**src/rtl/irq_pkg.sv**
```systemverilog
package irq_pkg;
    localparam int NUM_SRC   = 16;
    localparam int IDX_W     = $clog2(NUM_SRC);
    localparam int VEC_W     = 8;
    localparam int BYTE_W    = 8;
    localparam int ADDR_W    = 3;
    localparam int NUM_BYTES = NUM_SRC / BYTE_W;

    // Vector layout: group start index and base address for each group
    localparam int GRP_B_LO  = 4;
    localparam int GRP_C_LO  = 10;
    localparam int GRP_D_LO  = 13;
    localparam int BASE_A    = 'h06;
    localparam int BASE_B    = 'h14;
    localparam int BASE_C    = 'h0E;
    localparam int BASE_D    = 'h20;
    localparam int VEC_STEP  = 2;

    // Register select carried in addr[2:1]
    typedef enum logic [1:0] {
        SEL_FLAG = 2'd0,
        SEL_MASK = 2'd1,
        SEL_PRIO = 2'd2,
        SEL_NONE = 2'd3
    } reg_sel_e;

    typedef struct packed {
        logic [NUM_SRC-1:0] flag;
        logic [NUM_SRC-1:0] mask;
        logic [NUM_SRC-1:0] prio;
    } ctrl_regs_t;
endpackage

```
**src/rtl/irq_regs.sv**
```systemverilog
module irq_regs
    import irq_pkg::*;
(
    input  logic                   clk,
    input  logic                   rst_n,
    input  logic [NUM_SRC-1:0]     src_set,
    input  logic [NUM_SRC-1:0]     ack_clr,
    input  logic                   wr_en,
    input  logic [ADDR_W-1:0]      addr,
    input  logic [BYTE_W-1:0]      wdata,
    output logic [BYTE_W-1:0]      rdata,
    output logic [NUM_SRC-1:0]     flag_q,
    output logic [NUM_SRC-1:0]     mask_q
);
    ctrl_regs_t st_d, st_q;
    reg_sel_e   sel;
    int         byte_pos;

    assign sel      = reg_sel_e'(addr[2:1]);
    assign byte_pos = int'(addr[0]) * BYTE_W;

    always_comb begin
        st_d = st_q;
        if (wr_en) begin
            unique case (sel)
                SEL_FLAG: st_d.flag[byte_pos +: BYTE_W] = wdata;
                SEL_MASK: st_d.mask[byte_pos +: BYTE_W] = wdata;
                SEL_PRIO: st_d.prio[byte_pos +: BYTE_W] = wdata;
                default:  ;
            endcase
        end
        // acknowledge clear first, hardware set last so the set wins
        st_d.flag = (st_d.flag & ~ack_clr) | src_set;
    end

    always_ff @(posedge clk or negedge rst_n) begin
        if (!rst_n) begin
            st_q.flag <= '0;
            st_q.mask <= '1;
            st_q.prio <= '1;
        end else begin
            st_q <= st_d;
        end
    end

    always_comb begin
        unique case (sel)
            SEL_FLAG: rdata = st_q.flag[byte_pos +: BYTE_W];
            SEL_MASK: rdata = st_q.mask[byte_pos +: BYTE_W];
            SEL_PRIO: rdata = st_q.prio[byte_pos +: BYTE_W];
            default:  rdata = '1;
        endcase
    end

    assign flag_q = st_q.flag;
    assign mask_q = st_q.mask;
endmodule

```
**src/rtl/irq_lowest_pick.sv**
```systemverilog
module irq_lowest_pick
    import irq_pkg::*;
(
    input  logic [NUM_SRC-1:0] req,
    output logic [NUM_SRC-1:0] win_onehot,
    output logic [IDX_W-1:0]   win_idx,
    output logic               any_req
);
    logic [NUM_SRC:0] seen;

    assign seen[0] = 1'b0;

    for (genvar g = 0; g < NUM_SRC; g++) begin : g_chain
        assign win_onehot[g] = req[g] & ~seen[g];
        assign seen[g+1]     = seen[g] | req[g];
    end

    assign any_req = seen[NUM_SRC];

    always_comb begin
        win_idx = '0;
        for (int i = 0; i < NUM_SRC; i++) begin
            if (win_onehot[i]) win_idx = win_idx | IDX_W'(i);
        end
    end
endmodule

```
**src/rtl/irq_vec_map.sv**
```systemverilog
module irq_vec_map
    import irq_pkg::*;
(
    input  logic [IDX_W-1:0] idx,
    output logic [VEC_W-1:0] vec
);
    int i;
    assign i = int'(idx);

    always_comb begin
        if (i < GRP_B_LO)
            vec = VEC_W'(BASE_A + VEC_STEP * i);
        else if (i < GRP_C_LO)
            vec = VEC_W'(BASE_B + VEC_STEP * (i - GRP_B_LO));
        else if (i < GRP_D_LO)
            vec = VEC_W'(BASE_C + VEC_STEP * (i - GRP_C_LO));
        else
            vec = VEC_W'(BASE_D + VEC_STEP * (i - GRP_D_LO));
    end
endmodule

```
**src/rtl/irq_vec_ctrl.sv**
```systemverilog
module irq_vec_ctrl
    import irq_pkg::*;
(
    input  logic                   clk,
    input  logic                   rst_n,
    input  logic [NUM_SRC-1:0]     src_set,
    input  logic                   glb_en,
    input  logic                   wr_en,
    input  logic [ADDR_W-1:0]      addr,
    input  logic [BYTE_W-1:0]      wdata,
    output logic [BYTE_W-1:0]      rdata,
    input  logic                   ack,
    output logic                   irq_req,
    output logic [VEC_W-1:0]       ack_vector
);
    logic [NUM_SRC-1:0] flag_q, mask_q, live_req, win_onehot, ack_clr;
    logic [IDX_W-1:0]   win_idx;
    logic [VEC_W-1:0]   win_vec;
    logic               any_req, take;

    irq_regs u_regs (
        .clk     (clk),
        .rst_n   (rst_n),
        .src_set (src_set),
        .ack_clr (ack_clr),
        .wr_en   (wr_en),
        .addr    (addr),
        .wdata   (wdata),
        .rdata   (rdata),
        .flag_q  (flag_q),
        .mask_q  (mask_q)
    );

    assign live_req = flag_q & ~mask_q & {NUM_SRC{glb_en}};

    irq_lowest_pick u_pick (
        .req        (live_req),
        .win_onehot (win_onehot),
        .win_idx    (win_idx),
        .any_req    (any_req)
    );

    irq_vec_map u_map (
        .idx (win_idx),
        .vec (win_vec)
    );

    assign take       = ack & any_req;
    assign ack_clr    = take ? win_onehot : '0;
    assign irq_req    = any_req;
    assign ack_vector = take ? win_vec : '0;
endmodule

```
**config.mk**
```make
export PLATFORM = sky130hd
export DESIGN_NAME = irq_vec_ctrl
export DESIGN_NICKNAME = d
export VERILOG_FILES = /design/src/rtl/irq_pkg.sv /design/src/rtl/irq_regs.sv /design/src/rtl/irq_lowest_pick.sv /design/src/rtl/irq_vec_map.sv /design/src/rtl/irq_vec_ctrl.sv
export SDC_FILE = /design/constraint.sdc
export NUM_CORES = 1
export LEC_CHECK = 0
export BUFFER_PORTS_ARGS = -buffer_cell sky130_fd_sc_hd__buf_4
export CORE_MARGIN = 3
export CORE_UTILIZATION = 25
export DETAILED_ROUTE_END_ITERATION = 10
export PLACE_DENSITY_LB_ADDON = 0.2
export SYNTH_ARGS = -nofsm -noshare
export SYNTH_HDL_FRONTEND = slang
export SYNTH_HIERARCHICAL = 1
export SYNTH_SLANG_ARGS = --single-unit
```
**constraint.sdc**
```tcl
create_clock -name clk -period 3.03 [get_ports clk]
set_input_delay 0.1515 -clock clk [delete_from_list [all_inputs] [get_ports clk]]
set_output_delay 0.1515 -clock clk [all_outputs]
set_load 0.01 [all_outputs]
```
==> impl.org, run 1 <==
** Worst setup path
- The signal on the critical path passes through and3b_2, nor4_4, and2_1, a21oi_2, buf_6, buf_4, ha_1, a21oi_2, xnor2_2, a32oi_1, o22a_1, and3_4, buf_6.
- The critical path is of the reg -> out type.
- In this design, the largest share of critical-path delay is due to simple AND/OR/NAND/NOR gates.
- Library cell contributing the largest single delay on the critical path :: sky130_fd_sc_hd__dfstp_2
- CP Max Fanout :: 4
- Arrival time at the worst endpoint :: 3.10 ns
- The critical path contains buffers and inverters numbering 3 combined.
- Type of origin of the critical path :: register
- CP max stage delay :: 0.55 ns
- CP endpoint kind :: output pin
- STA puts the critical path data required time at ~2.9 ns.

** Synth
- The synthesized netlist devotes 16.0% of its cell area to compound gates.
- Most frequent cell after synthesis :: sky130_fd_sc_hd__buf_4
- The synthesized design contains between 40 and 50 register bits.
- The most used flip-flop cell after synthesis is sky130_fd_sc_hd__dfstp_2.
- In the synthesized netlist the async set-or-reset flop fraction comes to 100%.
- Count of mapped cells out of synthesis :: 376
- Area share of fa/ha/maj cells after synthesis :: around 5.2%
- Cell types with the highest counts after synthesis :: sky130_fd_sc_hd__buf_4, sky130_fd_sc_hd__dfstp_2, sky130_fd_sc_hd__mux2_2, sky130_fd_sc_hd__and3_1, sky130_fd_sc_hd__nor2_1
- Of the synthesized area, sequential elements account for around a third.
- Summed over all instances, the cell type with the most area after synthesis is sky130_fd_sc_hd__dfstp_2.
- Number of enable-type register cells in the synthesized netlist :: 0
- Netlist cell types :: 64
- Largest family of logic cells by synthesized area :: simple AND/OR/NAND/NOR gates
- Of the total synthesized cell area, the portion taken by AND, OR, NAND and NOR gates is 19.7%.
- The synthesized netlist devotes 0.916% of its cell area to XOR and XNOR gates.
- After synthesis, the share of cell area in mux cells is approximately 14%.
- Synth warn :: 6
- Ranked by total cell area, the synthesized netlist is headed by sky130_fd_sc_hd__dfstp_2, sky130_fd_sc_hd__dfrtp_1, sky130_fd_sc_hd__mux2_2.
- When the netlist entered floorplanning its net count stood at 424.
- Share of the synthesized area in the top cell type :: 22.0%
- Cell area after technology mapping :: 3820 sq um
- Mean post-synth cell area :: 10.2 sq um

** Die
- The die covers 16800 sq um.
- The total area inside the core boundary comes to 14800 sq um.
- In this run the count of I/O pins placed on the die edge is 49.
- Row count :: between 40 and 50
- Chip Height :: 130 um
- The initial utilization of the core area, before any placement, comes to between 20% and 30%.
- Die width :: between 100 and 150 um

** Timing
- Final Hold Slack :: 0.0559 ns
- Derived from the worst setup path, the maximum achievable clock frequency is 307 MHz.
- Final min period :: 3.26 ns
- Worst relative slew slack :: between 30% and 40%
- Final Hold Viols :: 0
- Final setup skew :: 0.00436 ns
- RSZ-0062 raised after global routing :: true
- Once routing completed, OpenROAD measured the worst setup slack at -0.226 ns.
- Slew at the pin closest to its max-slew limit :: 0.974 ns
- Final max-slew violation count :: 0
- Setup violation total in the final timing report :: 7
- Final worst path period share :: 107%

** Layout
- Fill cell instance count of the final layout :: ~1500
- Across the whole layout, storage elements account for roughly 1200 sq um.
- Area growth, synth to finish :: 25.4%
- Number of nets at the end of the flow :: 468
- Area occupied by multi-input gates :: around 2400 sq um
- The number of antenna diodes in the final layout is 0.
- In the final layout, the share of cells above drive strength 1 is 52.7%.

** CTS
- After clock tree synthesis, the clock-pin slew on the worst setup and hold paths is roughly 0.070 ns.
- Master cell of the clock root buffer :: sky130_fd_sc_hd__clkbuf_16
- The H-tree was split into 2 levels.
- Counting every sink on the clock net gives 48.
- For the worst-skew pair, the clock arrives at the later sink with an insertion delay of 0.29 ns.
- Clock buffers created by TritonCTS :: 5
- Deepest clock path buffer count :: 2
- TritonCTS built the clock tree.

** Drt
- Once detail routing completed, the nets flagged for antenna violations numbered 0.
- In this run, the number of DRC markers left after iteration 0 of detailed routing was 227.
- Using the TritonRoute via totals, the vias-per-cell ratio works out to 5.01.
- Detailed routing inserted a total of 3031 vias.
- After detailed routing, the number of remaining DRC violations is 0.
- Routed wirelength normalized by instance count :: between 15 and 20 um
- Iteration count of the initial detailed-routing pass :: 4
- The routed design has 11500 um of wire.

** Pwr
- Summed over all cells, the static leakage comes to 2.19 nW.
- Power density of the placed cells :: approximately 590 nW/um^2
- Maximum resistive drop on vdd :: 0.250 mV

** Status
- The checks that failed: setup timing.
- The run finished, with violations left.

** Placement
- Place WS :: approximately 0.015 ns
- After legalization and detailed placement, the total HPWL measured 8120 um.
- The congestion estimate from routability-driven global placement came to around 0.85.
- IO Port Bufs :: 47

** GRT
- The first global-routing pass estimated 17600 um of wire.
- Grt ovf :: 0
- Entering global routing, the biggest net connects 49 pins.
- The initial antenna violation count was 0.
- Tot GR Track Use :: 13.6%
- The number of global-route vias before repair came to 3007.

** Flow run
- Maximum capacitance violations :: 0

** Min path
- The worst hold path belongs to the class in -> reg.
stage by stage:
step / setup TNS [ns] / area, sq um / util, % / instances / total power [mW]
global route: -1.82 / 4800 / 32.5 / 605 / 2.97
floorplan: 0 / 3830 / - / 376 / 1.59
CTS: -0.508 / 4570 / 31.0 / 596 / 2.67
finish: -0.826 / 4800 / 32.5 / 605 / 2.81
detailed placement: 0 / 4200 / 28.5 / 581 / 1.86
global placement: 0 / 4200 / 28.5 / 581 / 1.85
report_power, final:
part	switching, mW	total (mW)	internal [mW]
logic	0.599	1.24	0.642
registers	0.0706	0.886	0.815
clock network	0.249	0.684	0.435
placed cells by master (no fill, tap or decap), types with 11 or more instances in the layout:
master                     synthesis  final
sky130_fd_sc_hd__mux2i_1          17     17
sky130_fd_sc_hd__and3_1           25     24
sky130_fd_sc_hd__buf_6             6     12
sky130_fd_sc_hd__dfrtp_1          16     16
sky130_fd_sc_hd__and3b_1          17     12
sky130_fd_sc_hd__buf_4            37     75
sky130_fd_sc_hd__mux2_2           32     32
sky130_fd_sc_hd__nor2_1           18     13
sky130_fd_sc_hd__a21oi_1          13     11
sky130_fd_sc_hd__o21bai_1         16     16
sky130_fd_sc_hd__a22oi_1          17     16
sky130_fd_sc_hd__dfstp_2          32     32
metal layers:
metal | vias up | wire [um] | GRT usage (%)
met4 | 0 | 79 | 2.51
li1 | 1429 | - | -
met3 | 5 | 341 | 1.56
met5 | - | 0 | 0
met1 | 1529 | 5250 | 18.7
met2 | 68 | 5830 | 23.2
cells by family (layout without fill, tap and decap cells):
family,count (synthesis),count (layout)
mux,49,49
compound gates,85,85
fa+ha+maj,16,16
flops,48,48
xor+xnor,4,4
buf+inv,64,109
other cells,1,1
simple gates,109,109
worst paths after layout:
| kind | from | endpoint | slack [ns] | depth (start not counted) |
|---|---|---|---|---|
| min | src_set[2] | u_regs/flag_q[2] | 0.06 | 2 |
| max | register | ack_vector[5] | -0.23 | 13 |
| min reg2reg | u_regs/flag_q[6] | u_regs/flag_q[6] | 0.59 | 2 |
| min in group asynchronous | rst_n | u_regs/flag_q[5] | 0.42 | 2 |
| max reg2reg | register | u_regs/flag_q[6] | 0.55 | 9 |
| max in group asynchronous | rst_n | u_regs/flag_q[10] | 2.18 | 2 |
timing repair:
item / in CTS / in global routing
setup buffers: 6 / 9
hold buffers: 1 / 0
endpoints found under the hold margin: 16 / 0
endpoints found under the setup margin: 7 / 7
pin swaps: 18 / 15
gates resized for setup: 34 / 33
area by class of cell:
| type | count | area share (%) |
|---|---|---|
| Clock inverter | 1 | 0.626 |
| Timing Repair Buffer | 88 | 14.8 |
| Clock buffer | 7 | 3.18 |
| Inverter | 13 | 1.12 |
| Multi-Input combinational cell | 264 | 49.6 |
| Sequential cell | 48 | 25.9 |
| Tap cell | 184 | 4.80 |
Note: power is estimated with default switching activity, not from simulation.
==> inputs of run 2 (changes only) <==
--- a/config.mk
+++ b/config.mk
@@ -10,6 +10,7 @@
 export CORE_UTILIZATION = 25
 export DETAILED_ROUTE_END_ITERATION = 10
 export PLACE_DENSITY_LB_ADDON = 0.2
+export RECOVER_POWER = 25
 export SYNTH_ARGS = -nofsm -noshare
 export SYNTH_HDL_FRONTEND = slang
 export SYNTH_HIERARCHICAL = 1
==> impl.org, run 2 (synthesis gave the netlist of run 1 again) <==
** Timing
- Final max-slew violation count :: 0
- Summed over all failing endpoints, the final setup total negative slack is -0.826 ns.
- RSZ-0062 raised after global routing :: true
- On the final layout, the worst clock skew is 0.00517 ns.
- Setup violation total in the final timing report :: 7
- Timing would allow up to 307 MHz.
- For the pin with the worst max-slew slack, the measured transition is 1.23 ns.
- Worst relative slew slack :: 17.7%
- Final Hold Viols :: 0
- Final worst path period share :: 107%
- Worst Setup Slack, final :: -0.225 ns
- Final min period :: between 3 and 4 ns

** Die
- Total die area :: between 15000 and 20000 sq um
- Row count :: 44
- Pin placement for this block handled 49 I/O pins.
- In this run the standard cell core region covers ~15000 sq um.
- Chip Height :: between 100 and 150 um
- For this configuration, the core starts out at a cell density of between 20 and 30%.
- Die width :: 130 um

** GRT
- The number of global-route vias before repair came to between 3000 and 4000.
- Tot GR Track Use :: 13.6%
- Grt ovf :: 0
- Pin count of the biggest net entering global routing :: 49
- The initial antenna violation count came to 0.
- The first global-routing pass estimated 17600 um of wire.

** Placement
- Once detailed placement completed, the half-perimeter wirelength came to approximately 8000 um.
- The congestion estimate from routability-driven global placement came to about 0.85.
- The count of buffers added on input and output ports is 47.

** CTS
- Clock buffers created by TritonCTS :: 5
- TritonCTS built the clock tree.
- The clock reaches the later pin of the worst-skew pair after 0.29 ns.
- Deepest clock path buffer count :: 2
- Master cell of the clock root buffer :: sky130_fd_sc_hd__clkbuf_16
- The clock drives 48 sinks.
- The H-tree was split into 2 levels.
- After clock tree synthesis, the clock-pin slew on the worst setup and hold paths is ~0.070 ns.

** Drt
- Number of nets still failing antenna checks after routing :: 0
- Number of vias in the routed layout :: 3037
- The final layout contains routed wiring with a total length of between 10000 and 15000 um.
- Violation count after the first detailed-routing iteration :: 226
- The first detailed-routing pass took 4 iterations.
- Post-route DRC :: 0
- Using the TritonRoute via totals, the vias-per-cell ratio works out to 5.02.
- In the final routed layout, each cell accounts on average for 19.0 um.

** Worst setup path
- Cell family with the largest share of critical-path delay :: simple AND/OR/NAND/NOR gates
- CP endpoint kind :: output pin
- The worst setup path is launched from a register.
- Critical-path cell list :: and3b_2, nor4_4, and2_1, a21oi_2, buf_6, buf_4, ha_1, a21oi_2, xnor2_2, a32oi_1, o22a_1, and3_4, buf_6
- At the worst endpoint, the arrival time is 3.10 ns.
- The slowest stage of the critical path is the sky130_fd_sc_hd__dfstp_2 cell.
- Of all nets on the critical path, the largest fanout is 4.
- For the worst setup path, the data required time is around 2.9 ns.
- For this run, the slowest stage of the critical path takes 0.55 ns.
- The setup check on the worst reg-to-reg path leaves a slack of between 0.5 and 0.6 ns.
- Classification of the worst setup path :: reg -> out
- Together, buffers and inverters on the worst path number 3.

** Layout
- Count of antenna diodes in the layout :: 0
- In the final layout, the share of cells above drive strength 1 is 52.7%.
- The multi-input combinational cells in the finished layout cover a total of 2380 sq um.
- Share of the core filled with cells :: between 30% and 40%
- Summing all flip-flop and latch instances after layout gives roughly 1200 sq um.
- In the layout the commonest cells are sky130_fd_sc_hd__buf_4, sky130_fd_sc_hd__mux2_2, sky130_fd_sc_hd__dfstp_2, sky130_fd_sc_hd__and3_1, sky130_fd_sc_hd__mux2i_1.
- Fill cell instance count of the final layout :: 1516
- Most common library cell in the layout ignoring fill and taps :: sky130_fd_sc_hd__buf_4
- Number of nets at the end of the flow :: 468
- The area growth from synthesis to layout is 25.4%.

** Status
- The run finished, with violations left.
- Violations in the final reports :: setup timing

** Pwr
- Maximum resistive drop on vdd :: 0.249 mV
- Power, Total :: roughly 2.8 mW
- Leakage power summed over all cells :: 2.19 nW
- For this design the ratio of total power to cell area is 586 nW/um^2.

** Flow run
- Maximum capacitance violations :: 0

** Min path
- Worst Hold Class :: in -> reg
==> run 2: cell count changes in the layout (fill, tap and decap cells not counted) <==
cell | before | now
sky130_fd_sc_hd__clkbuf_2 | 0 | 1
sky130_fd_sc_hd__buf_4 | 75 | 74
==> run 2: per-stage QoR <==
stage	setup WS, ns	area, sq um	hold WS, ns	std cells
5_1_grt	-0.373	4790	0.0663	605
3_5_place_dp	0.0153	4200	0.216	581
2_1_floorplan	0.00815	3830	-0.144	376
4_1_cts	-0.207	4570	0.0546	596
3_3_place_gp	0.0337	4200	0.219	581
6_report	-0.225	4790	0.0559	605
==> run 2: worst paths after layout <==
kind	startpoint	cells after the start	end
hold reg to reg	u_regs/flag_q[6]	2	u_regs/flag_q[6]
setup / recovery	register	13	ack_vector[5]
min in group asynchronous	rst_n	2	u_regs/flag_q[5]
max in group asynchronous	rst_n	2	u_regs/flag_q[10]
hold / removal	src_set[2]	2	u_regs/flag_q[2]
setup reg to reg	register	9	u_regs/flag_q[6]
==> run 2: what timing repair did <==
item,4_1_cts,5_1_grt
gates resized for setup,34,33
hold buffers,1,0
buffers inserted,6,9
pin swaps,18,15
endpoints found under the setup margin,7,7
hold endpoints to repair,16,0
==> run 2: where the power goes <==
part           switching (mW)  leakage [nW]  internal, mW
combinational           0.600          1.61         0.642
clock                   0.249        0.0901         0.435
sequential             0.0706         0.482         0.815
==> run 2: area by class of cell <==
type / instances / share of cell area, %
Clock buffer: 7 / 3.18
Inverter: 13 / 1.12
Multi-Input combinational cell: 264 / 49.7
Timing Repair Buffer: 88 / 14.7
Sequential cell: 48 / 25.9
Clock inverter: 1 / 0.626
Tap cell: 184 / 4.80
==> run 2: layer usage <==
layer	wire length, um	vias to the layer above	part of all wire, %	global-route usage, %
li1	-	1428	-	-
met3	351	5	3.0	1.56
met4	79	0	0.69	2.51
met1	5230	1532	45	18.7
met2	5860	72	51	23.2
met5	0	-	0	0
==> run 2: worst reg2reg max path, delay by kind of cell (launching register included) <==
family | cells | cell delay (ns)
and+or+nand+nor | 6 | 1.28
AOI/OAI and AO/OA | 1 | 0.14
buffers and inverters | 2 | 0.44
DFF | 1 | 0.55
==> inputs of run 3 (changes only) <==
==> constraint.sdc (replaced) <==
create_clock -name clk -period 3.64 [get_ports clk]
set_input_delay 0.182 -clock clk [delete_from_list [all_inputs] [get_ports clk]]
set_output_delay 0.182 -clock clk [all_outputs]
set_load 0.01 [all_outputs]
==> impl.org, run 3 (synthesis gave the netlist of run 1 again) <==
** Worst setup path
- The slowest stage of the critical path belongs to the cell sky130_fd_sc_hd__dfstp_2.
- CP endpoint kind :: output pin
- CP max stage delay :: 0.53 ns
- Type of origin of the critical path :: register
- Arrival time at the worst endpoint :: 3.23 ns
- Of all nets on the critical path, the largest fanout is 5.
- For the worst setup path, the data required time is about 3.5 ns.
- Critical-path cell list :: and3b_1, nor4_2, and2_1, a31oi_1, o22ai_2, inv_1, ha_1, a21boi_1, xnor2_1, a32oi_1, o22a_1, and3_1, buf_4
- The setup path with the least slack is of type reg -> out.

** Drt
- Met2 WL post-DR :: 5340 um
- Number of nets still failing antenna checks after routing :: 0
- After detailed routing, the average wire length per cell comes to 19.1 um.
- Summing over every cut layer, the via total after detailed routing is 2840.
- Iteration count of the initial detailed-routing pass :: 6
- The routed design has 10900 um of wire.
- After detailed routing, the number of remaining DRC violations is 0.
- After detailed routing, no signal wire sits above met4.
- In the final routing, the length of wire on met1 measures 5020 um.
- Dividing the detail-routed via count by the number of cells gives 4.99.
- Violation count after the first detailed-routing iteration :: 237
- Wire segments on met3 add up to 445 um in the final route.

** Status
- Result of the run :: finished with violations
- The final reports fail on capacitance limit, slew limit.

** Die
- Total die area :: 16800 sq um
- Die width :: about 130 um
- The floorplan has between 40 and 50 rows.
- Chip Height :: 130 um
- 49 I/O pins were placed.
- Initial core utilization :: around 26%
- Std-Cell Core Area :: 14800 sq um

** Pwr
- Maximum resistive drop on vdd :: 0.265 mV
- Summed over all cells, the static leakage comes to 1.96 nW.
- Power density of the placed cells :: 473 nW/um^2

** Layout
- The library cell used most frequently in the layout, excluding fill and tap cells, is sky130_fd_sc_hd__buf_4.
- Fraction of layout instances using a drive strength above 1 :: 39.2%
- In the layout the commonest cells are sky130_fd_sc_hd__buf_4, sky130_fd_sc_hd__mux2_2, sky130_fd_sc_hd__dfstp_2, sky130_fd_sc_hd__and3_1.
- Count of antenna diodes in the layout :: 0
- Share of the core filled with cells :: 28.7%
- At the end of the flow, the number of nets in the layout was between 400 and 500.
- From synthesis to final layout, the design area changed by 10.6%.

** Timing
- Setup violation total in the final timing report :: 0
- Final worst path period share :: 93.8%
- The final-report hold violation count is 0.
- Worst relative slew slack :: -78.2%
- The max-slew violation count is 49.
- RSZ-0062 raised after global routing :: false
- Final setup skew :: 0.00276 ns
- Total Negative Setup Slacks :: 0 ns
- Final min period :: 3.42 ns
- Static timing analysis puts the maximum clock frequency at 293 MHz.
- Slew at the pin closest to its max-slew limit :: ~2.7 ns

** CTS
- Master cell of the clock root buffer :: sky130_fd_sc_hd__clkbuf_16
- Total number of H-tree levels :: 2
- Clock tree synthesis inserted a total of 5 buffers.
- Insertion delay to the later sink of the worst-skew pair :: 0.28 ns
- The clock drives 48 sinks.
- The clock passes through at most 2 buffers.
- TritonCTS built the clock tree.
- After clock tree synthesis, the clock-pin slew on the worst setup and hold paths is 0.06 ns.

** GRT
- The total overflow left after global routing is 0.
- Tot GR Track Use :: 13.1%
- The number of global-route vias before repair was about 2800.
- The first global-routing pass estimated 16900 um of wire.
- Antenna violations before repair :: 0
- Pin count of the biggest net entering global routing :: 49

** Placement
- Detailed placement finished with a half-perimeter wire length of 7970 um.
- IO Port Bufs :: 47
- Routability-driven placement finished with a final weighted congestion of around 0.81.

** Min path
- Worst Hold Class :: in -> reg

** Flow run
- The tool flagged a number of max-cap violations equal to 1.
==> run 3: worst paths after layout <==
path	start	end	slack, ns	cells after the start
worst max-delay path	register	ack_vector[5]	0.22	13
worst min-delay path	src_set[11]	u_regs/flag_q[11]	0.09	2
worst max register to register	register	u_regs/flag_q[13]	0.94	8
worst min register to register	u_regs/flag_q[6]	u_regs/flag_q[6]	0.59	2
max in group asynchronous	rst_n	u_regs/flag_q[1]	0.85	2
min in group asynchronous	rst_n	u_regs/flag_q[13]	1.29	2
==> run 3: critical path, delay by kind of cell, from the launching register on <==
family          cells  cell delay (ns)
simple gates        4             0.96
compound gates      5             0.80
flops               1             0.53
buf+inv             2             0.27
fa+ha+maj           1             0.26
xor+xnor            1             0.13
==> run 3: final cells by class <==
type                            instances  area (sq um)
Clock buffer                            6           129
Clock inverter                          2          35.0
Fill cell                            1550         10500
Inverter                               13          48.8
Multi-Input combinational cell        264          2160
Sequential cell                        48          1240
Tap cell                              184           230
Timing Repair Buffer                   52           389
==> run 3: what timing repair did <==
action	CTS	global route
hold endpoints to repair	16	0
gates resized for setup	0	8
hold buffers	1	0
setup buffers	0	1
setup endpoints to repair	0	6
==> run 3: routing by layer <==
metal,global-route usage [%],up-vias
met5,0,-
met4,2.75,0
met3,1.68,5
met2,21.8,69
met1,18.3,1415
li1,-,1351
==> run 3: stage by stage <==
| step | cell area, sq um | hold slack [ns] | setup slack, ns | power, mW | std cells |
|---|---|---|---|---|---|
| global placement | 4030 | 0.253 | 0.373 | 1.47 | 559 |
| global route | 4230 | 0.0962 | 0.0149 | 2.13 | 569 |
| finish | 4230 | 0.0897 | 0.224 | 2.00 | 569 |
| CTS | 4200 | 0.0838 | 0.0132 | 2.01 | 568 |
| floorplan | 3820 | -0.114 | 0.407 | 1.32 | 376 |
| detailed placement | 4030 | 0.251 | 0.319 | 1.48 | 559 |
==> run 3: where the power goes <==
part / internal, mW / leakage [nW] / switching (mW) / total, mW
combinational: 0.352 / 1.40 / 0.392 / 0.744
sequential: 0.679 / 0.482 / 0.0587 / 0.738
clock: 0.323 / 0.0808 / 0.194 / 0.518
total: 1.35 / 1.96 / 0.644 / 2.00
